## config.mk

```make
export PLATFORM = sky130hd
export DESIGN_NAME = vfx_test_port
export DESIGN_NICKNAME = d
export VERILOG_FILES = /design/src/rtl/vfx_pkg.sv /design/src/rtl/vfx_rst_sync.sv /design/src/rtl/vfx_capture.sv /design/src/rtl/vfx_index_reg.sv /design/src/rtl/vfx_ctrl_reg.sv /design/src/rtl/vfx_test_port.sv
export SDC_FILE = /design/constraint.sdc
export NUM_CORES = 1
export LEC_CHECK = 0
export BUFFER_PORTS_ARGS = -buffer_cell sky130_fd_sc_hd__buf_2
export CORE_ASPECT_RATIO = 1.4
export CORE_UTILIZATION = 30
export DETAILED_ROUTE_END_ITERATION = 10
export PLACE_DENSITY = 0.63
export SETUP_SLACK_MARGIN = 0.4
export SKIP_CTS_REPAIR_TIMING = 1
export SLEW_MARGIN = 15
export SYNTH_ARGS = -nofsm -noshare
export SYNTH_HDL_FRONTEND = slang
export SYNTH_SLANG_ARGS = --single-unit
```

## constraint.sdc

```tcl
create_clock -name clk_i -period 2.7 [get_ports clk_i]
set_clock_uncertainty 0.05 [all_clocks]
set_input_delay 0.81 -clock clk_i [delete_from_list [all_inputs] [get_ports clk_i]]
set_output_delay 0.81 -clock clk_i [all_outputs]
set_load 0.1 [all_outputs]
```

## src/rtl/vfx_pkg.sv

```systemverilog
package vfx_pkg;
  localparam int unsigned DATA_W = 8;

  typedef enum logic [DATA_W-1:0] {
    TREG_NONE = 8'd0,
    TREG_PIX  = 8'd1,
    TREG_VRAM = 8'd2,
    TREG_C16  = 8'd3,
    TREG_CTRL = 8'd4
  } treg_e;

  localparam int unsigned NUM_CAP = 3;
  localparam int unsigned CAP_PIX  = 0;
  localparam int unsigned CAP_VRAM = 1;
  localparam int unsigned CAP_C16  = 2;

  localparam int unsigned CTRL_HOLD_BIT = 0;
  localparam int unsigned CTRL_DIS_BIT  = 1;
endpackage

```

## src/rtl/vfx_rst_sync.sv

```systemverilog
module vfx_rst_sync #(
  parameter int unsigned STAGES = 2
) (
  input  logic clk_i,
  input  logic rst_ni,
  output logic rst_no
);
  logic [STAGES-1:0] sync_q;
  logic [STAGES-1:0] sync_d;

  always_comb begin
    sync_d = {sync_q[STAGES-2:0], 1'b1};
  end

  always_ff @(posedge clk_i or negedge rst_ni) begin
    if (!rst_ni) sync_q <= '0;
    else         sync_q <= sync_d;
  end

  assign rst_no = sync_q[STAGES-1];
endmodule

```

## src/rtl/vfx_capture.sv

```systemverilog
module vfx_capture #(
  parameter int unsigned W = 8
) (
  input  logic         clk_i,
  input  logic         rst_ni,
  input  logic         stb_i,
  input  logic [W-1:0] data_i,
  output logic [W-1:0] data_o
);
  logic [W-1:0] cap_q;
  logic [W-1:0] cap_d;

  always_comb begin
    cap_d = cap_q;
    if (stb_i) cap_d = data_i;
  end

  always_ff @(posedge clk_i or negedge rst_ni) begin
    if (!rst_ni) cap_q <= '0;
    else         cap_q <= cap_d;
  end

  assign data_o = cap_q;

  // a strobed byte is what the latch holds one cycle later
  p_load_r2: assert property (@(posedge clk_i) disable iff (!rst_ni)
    stb_i |=> data_o == $past(data_i));

  p_hold_r11: assert property (@(posedge clk_i) disable iff (!rst_ni)
    !stb_i |=> $stable(data_o));
endmodule

```

## src/rtl/vfx_index_reg.sv

```systemverilog
module vfx_index_reg #(
  parameter int unsigned W = 8
) (
  input  logic         clk_i,
  input  logic         rst_ni,
  input  logic         wr_en_i,
  input  logic [W-1:0] wdata_i,
  output logic [W-1:0] idx_o
);
  logic [W-1:0] idx_q;
  logic [W-1:0] idx_d;

  always_comb begin
    idx_d = idx_q;
    if (wr_en_i) idx_d = wdata_i;
  end

  always_ff @(posedge clk_i or negedge rst_ni) begin
    if (!rst_ni) idx_q <= '0;
    else         idx_q <= idx_d;
  end

  assign idx_o = idx_q;

  p_keep_r1: assert property (@(posedge clk_i) disable iff (!rst_ni)
    !wr_en_i |=> $stable(idx_o));
endmodule

```

## src/rtl/vfx_ctrl_reg.sv

```systemverilog
module vfx_ctrl_reg (
  input  logic       clk_i,
  input  logic       rst_ni,
  input  logic       wr_en_i,
  input  logic [1:0] wdata_i,
  output logic       hold_o,
  output logic       dis_o
);
  import vfx_pkg::*;

  logic hold_q, hold_d;
  logic dis_q,  dis_d;

  always_comb begin
    hold_d = hold_q;
    dis_d  = dis_q;
    if (wr_en_i) begin
      hold_d = wdata_i[CTRL_HOLD_BIT];
      dis_d  = wdata_i[CTRL_DIS_BIT];
    end
  end

  always_ff @(posedge clk_i or negedge rst_ni) begin
    if (!rst_ni) begin
      hold_q <= 1'b0;
      dis_q  <= 1'b0;
    end else begin
      hold_q <= hold_d;
      dis_q  <= dis_d;
    end
  end

  assign hold_o = hold_q;
  assign dis_o  = dis_q;
endmodule

```

## src/rtl/vfx_test_port.sv

```systemverilog
module vfx_test_port #(
  parameter int unsigned ADDR_W    = 8,
  parameter int unsigned C16_W     = 4,
  parameter int unsigned IDX_ADDR  = 'h19,
  parameter int unsigned DAT_ADDR  = 'h18,
  parameter int unsigned RST_STAGES = 2
) (
  input  logic                      clk_i,
  input  logic                      rst_ni,
  input  logic [ADDR_W-1:0]         host_addr_i,
  input  logic                      host_wr_i,
  input  logic [vfx_pkg::DATA_W-1:0] host_wdata_i,
  output logic [vfx_pkg::DATA_W-1:0] host_rdata_o,
  input  logic [vfx_pkg::DATA_W-1:0] pix_data_i,
  input  logic                      pix_stb_i,
  input  logic [vfx_pkg::DATA_W-1:0] vram_data_i,
  input  logic                      vram_stb_i,
  input  logic [C16_W-1:0]          c16_data_i,
  input  logic                      c16_stb_i,
  output logic                      dev_rst_no,
  output logic                      out_en_o
);
  import vfx_pkg::*;

  localparam int unsigned PAD_W = DATA_W - C16_W;
  localparam logic [ADDR_W-1:0] IDX_A = ADDR_W'(IDX_ADDR);
  localparam logic [ADDR_W-1:0] DAT_A = ADDR_W'(DAT_ADDR);

  logic rst_sync_n;
  logic sel_idx, sel_dat;
  logic idx_wr_en, ctrl_wr_en;
  logic [DATA_W-1:0] idx_q;
  logic hold_q, dis_q;

  logic [DATA_W-1:0] cap_in  [NUM_CAP];
  logic              cap_stb [NUM_CAP];
  logic [DATA_W-1:0] cap_out [NUM_CAP];

  vfx_rst_sync #(.STAGES(RST_STAGES)) u_rst (
    .clk_i (clk_i),
    .rst_ni(rst_ni),
    .rst_no(rst_sync_n)
  );

  // address decode
  always_comb begin
    sel_idx    = (host_addr_i == IDX_A);
    sel_dat    = (host_addr_i == DAT_A);
    idx_wr_en  = host_wr_i && sel_idx;
    ctrl_wr_en = host_wr_i && sel_dat && (idx_q == DATA_W'(TREG_CTRL));
  end

  vfx_index_reg #(.W(DATA_W)) u_idx (
    .clk_i  (clk_i),
    .rst_ni (rst_sync_n),
    .wr_en_i(idx_wr_en),
    .wdata_i(host_wdata_i),
    .idx_o  (idx_q)
  );

  vfx_ctrl_reg u_ctrl (
    .clk_i  (clk_i),
    .rst_ni (rst_sync_n),
    .wr_en_i(ctrl_wr_en),
    .wdata_i(host_wdata_i[1:0]),
    .hold_o (hold_q),
    .dis_o  (dis_q)
  );

  // capture channel inputs
  always_comb begin
    cap_in[CAP_PIX]   = pix_data_i;
    cap_stb[CAP_PIX]  = pix_stb_i;
    cap_in[CAP_VRAM]  = vram_data_i;
    cap_stb[CAP_VRAM] = vram_stb_i;
    cap_in[CAP_C16]   = {{PAD_W{1'b0}}, c16_data_i};
    cap_stb[CAP_C16]  = c16_stb_i;
  end

  for (genvar g = 0; g < NUM_CAP; g++) begin : g_cap
    vfx_capture #(.W(DATA_W)) u_cap (
      .clk_i (clk_i),
      .rst_ni(rst_sync_n),
      .stb_i (cap_stb[g]),
      .data_i(cap_in[g]),
      .data_o(cap_out[g])
    );
  end

  // host read mux
  always_comb begin
    host_rdata_o = '0;
    if (sel_idx) begin
      host_rdata_o = idx_q;
    end else if (sel_dat) begin
      case (idx_q)
        DATA_W'(TREG_PIX):  host_rdata_o = cap_out[CAP_PIX];
        DATA_W'(TREG_VRAM): host_rdata_o = cap_out[CAP_VRAM];
        DATA_W'(TREG_C16):  host_rdata_o = cap_out[CAP_C16];
        default:            host_rdata_o = '0;
      endcase
    end
  end

  assign dev_rst_no = rst_sync_n && !hold_q;
  assign out_en_o   = !dis_q;

  p_swrst_r7: assert property (@(posedge clk_i) disable iff (!rst_sync_n)
    (host_wr_i && host_addr_i == DAT_A && idx_q == DATA_W'(TREG_CTRL))
      |=> dev_rst_no == !$past(host_wdata_i[0]));

  p_oe_r8: assert property (@(posedge clk_i) disable iff (!rst_sync_n)
    (host_wr_i && host_addr_i == DAT_A && idx_q == DATA_W'(TREG_CTRL))
      |=> out_en_o == !$past(host_wdata_i[1]));

  p_ignore_r6: assert property (@(posedge clk_i) disable iff (!rst_sync_n)
    (host_wr_i && host_addr_i == DAT_A && idx_q != DATA_W'(TREG_CTRL))
      |=> ($stable(out_en_o) && $stable(dev_rst_no)));

  p_rdzero_r5: assert property (@(posedge clk_i) disable iff (!rst_sync_n)
    (host_addr_i == DAT_A &&
     (idx_q == DATA_W'(TREG_NONE) || idx_q >= DATA_W'(TREG_CTRL)))
      |-> host_rdata_o == '0);

  p_other_r10: assert property (@(posedge clk_i) disable iff (!rst_sync_n)
    (host_addr_i != DAT_A && host_addr_i != IDX_A) |-> host_rdata_o == '0);
endmodule

```

==> reports/metrics.cfg <==
[synthesis]
ys_seq_area_share_pct = 54.61
yosysUniqueCellTypes = 19
syn-cell-area_mm2 = 0.001466
synth-seq-cells = 32
synthesis.nets = 146
synth-warning-count = 0
avgSynthCellArea_um2 = 14.10
synth_cells = 104

[grt]
grt_overflow = 0
antenna_found_initial = 0
grt_pass1_vias = 1163
grt_pass1_wl_um = 5340
grt.total_usage_pct = 14.39
grt_max_degree = 31

[layout]
antenna_cells = 0
fin_nets = 204
area_growth_pct = 44.80
design_area_mm2 = 0.002123
instances_no_fill = 224
drive_above_1_share_pct = 67.90
fin_util_pct = 46.08

[routing]
routed_wl_um = 3262
ant_nets = 0
wl_per_cell_um = 14.56
viasPerCell = 4.696
route.vias.total = 1052
dr.first_iter.drc_count = 26
drt_pass1_iterations = 4
drcViolationCount = 0

[worst_setup_path]
crit_fanout = 4
critPathSlowestCell = and4bb_1
required_ns = 1.84
crit_path_end_kind = output pin
crit_chain = buf_6 -> and4bb_1 -> nand4_1 -> nor3_4 -> buf_6 -> a22o_4 -> buf_12
r2r_setup_slack_ns = 0.91
worstSetupPathType = in -> out
cpMostUsedCell = buf_6
crit_path_max_incr_delay_ns = 0.28
arrival_ns = 2.01
critPathLaunchType = input pin

[clock_network]
clock_latency_ns = 0.28
cts-buffers-inserted = 5
path_clk_slew_ns = 0.06
clockBufferDepth = 2
clock-sinks = 32
h-tree-depth = 2
root_buffer = clkbuf_8
cts_tree = built

[sta]
rsz0062_at_grt = true
drv_slew = 0
finalCritPeriodShare_pct = 106.2
fin_ws_ns = -0.1669
layout_min_cycle_time_ns = 2.867
fmax_mhz = 348.8
tns_ns = -1.177
setup_violations = 8
hold_violations = 0

[die]
dieArea_mm2 = 0.005176
coreArea_mm2 = 0.004608
ios = 52
rows = 29
die_h_um = 84.73
start_util_pct = 31.82
fp.dieW_um = 61.09

[placed_design]
place_inst = 217
placed_area_mm2 = 0.002019
numPortBuffers = 51
place_hpwl_um = 2675
gp_congestion = 0.7419

[power]
irDropWorstVdd_v = 0.0002967
p_leak_nw = 1.019
cellPowerDensity_mw_per_mm2 = 473.0

[outcome]
status = complete, but fails checks
violations = negative setup slack

[hold_path]
hp-class = in -> async

[flow_run]
maxCapViolations = 0

[cell usage after synthesis (all sizes together)]
cell    count  area, um2
mux2       34      386.6
nand4       1      6.260
and3        1      6.260
dfrtp      32      800.8
nor2b       3      18.77
nand2       1      11.26
a22o       16      140.1
conb        1      3.750
nor2        3      11.26
and4bb      1      12.51
clkbuf      3      11.26
nor4        1      6.260
inv         1      3.750
buf         3      21.27
nor3        2      21.27
nand3       1      5.000
[report_power, final]
part           internal, mW  switching, mW  leakage [nW]
combinational        0.0743         0.0533         0.582
clock                 0.175          0.159        0.0410
sequential            0.517         0.0257         0.395
[critical path, delay by kind of cell]
family                 cells  cell delay, ns
buffers and inverters      3            0.40
AOI/OAI and AO/OA          1            0.14
and+or+nand+nor            3            0.65
[layout by cell type (no fill, tap or decap)]
cell,instances
inv_1,1
nor4_1,1
clkbuf_1,1
nand4_1,1
a22o_4,8
buf_6,4
nor2_1,3
nand3_1,1
mux2_2,33
dfrtp_1,32
a22o_1,8
clkbuf_8,5
and3_2,1
buf_12,9
conb_1,1
clkinv_2,1
and4bb_1,1
nor2b_1,2
nor3_2,1
nor3_4,1
nand2_4,1
mux2_4,1
buf_4,4
nor2b_2,1
buf_2,40
[flip-flops by register name, indices dropped and copies added, names as in the netlist]
name	cells
u_ctrl.dis_o	1
g_cap.u_cap.data_o	20
u_rst.sync_q	2
u_idx.idx_o	8
u_ctrl.hold_o	1
[routing by layer]
| layer | wire, um | track usage (%) |
|---|---|---|
| met4 | 76 | 5.785 |
| met3 | 204 | 4.777 |
| met5 | 0 | 0 |
| met2 | 1614 | 24.11 |
| met1 | 1366 | 16.25 |
[cells by family after synthesis]
kind of cell / synth area share [%]
multiplexers: 26.37
other: 0.2557
AND/OR/NAND/NOR: 6.741
AO/OA/AOI/OAI: 9.556
flip-flops: 54.61
buffers and inverters: 2.474
[area by class of cell]
type / count / area, um2
Fill cell: 423 / 2485
Sequential cell: 32 / 800.8
Multi-Input combinational cell: 65 / 708.2
Timing Repair Buffer: 57 / 455.4
Tap cell: 62 / 77.57
Clock buffer: 6 / 72.57
Clock inverter: 1 / 5.005
Inverter: 1 / 3.754
[final timing paths]
check | cells past startpoint | start | end
setup / recovery | 7 | host_addr_i[2] | host_rdata_o[4]
hold / removal | 1 | rst_ni | u_rst.sync_q[0]
setup reg to reg | 5 | u_idx.idx_o[3] | u_ctrl.hold_o
hold reg to reg | 1 | u_rst.sync_q[1] | g_cap[0].u_cap.data_o[3]
max in group asynchronous | 1 | u_rst.sync_q[1] | g_cap[2].u_cap.data_o[0]
min in group clk_i | 0 | u_rst.sync_q[0] | u_rst.sync_q[1]
[stage by stage]
step	setup slack, ns	total power, mW	hold slack, ns
2_1_floorplan	-0.1652	0.6214	0.2812
3_3_place_gp	-0.2104	0.6723	0.2595
3_5_place_dp	-0.2972	0.6794	0.2700
4_1_cts	-0.2904	1.016	0.2454
5_1_grt	-0.2391	1.057	0.2367
6_report	-0.1669	1.004	0.2526
Power figures use the tool's default switching activity.
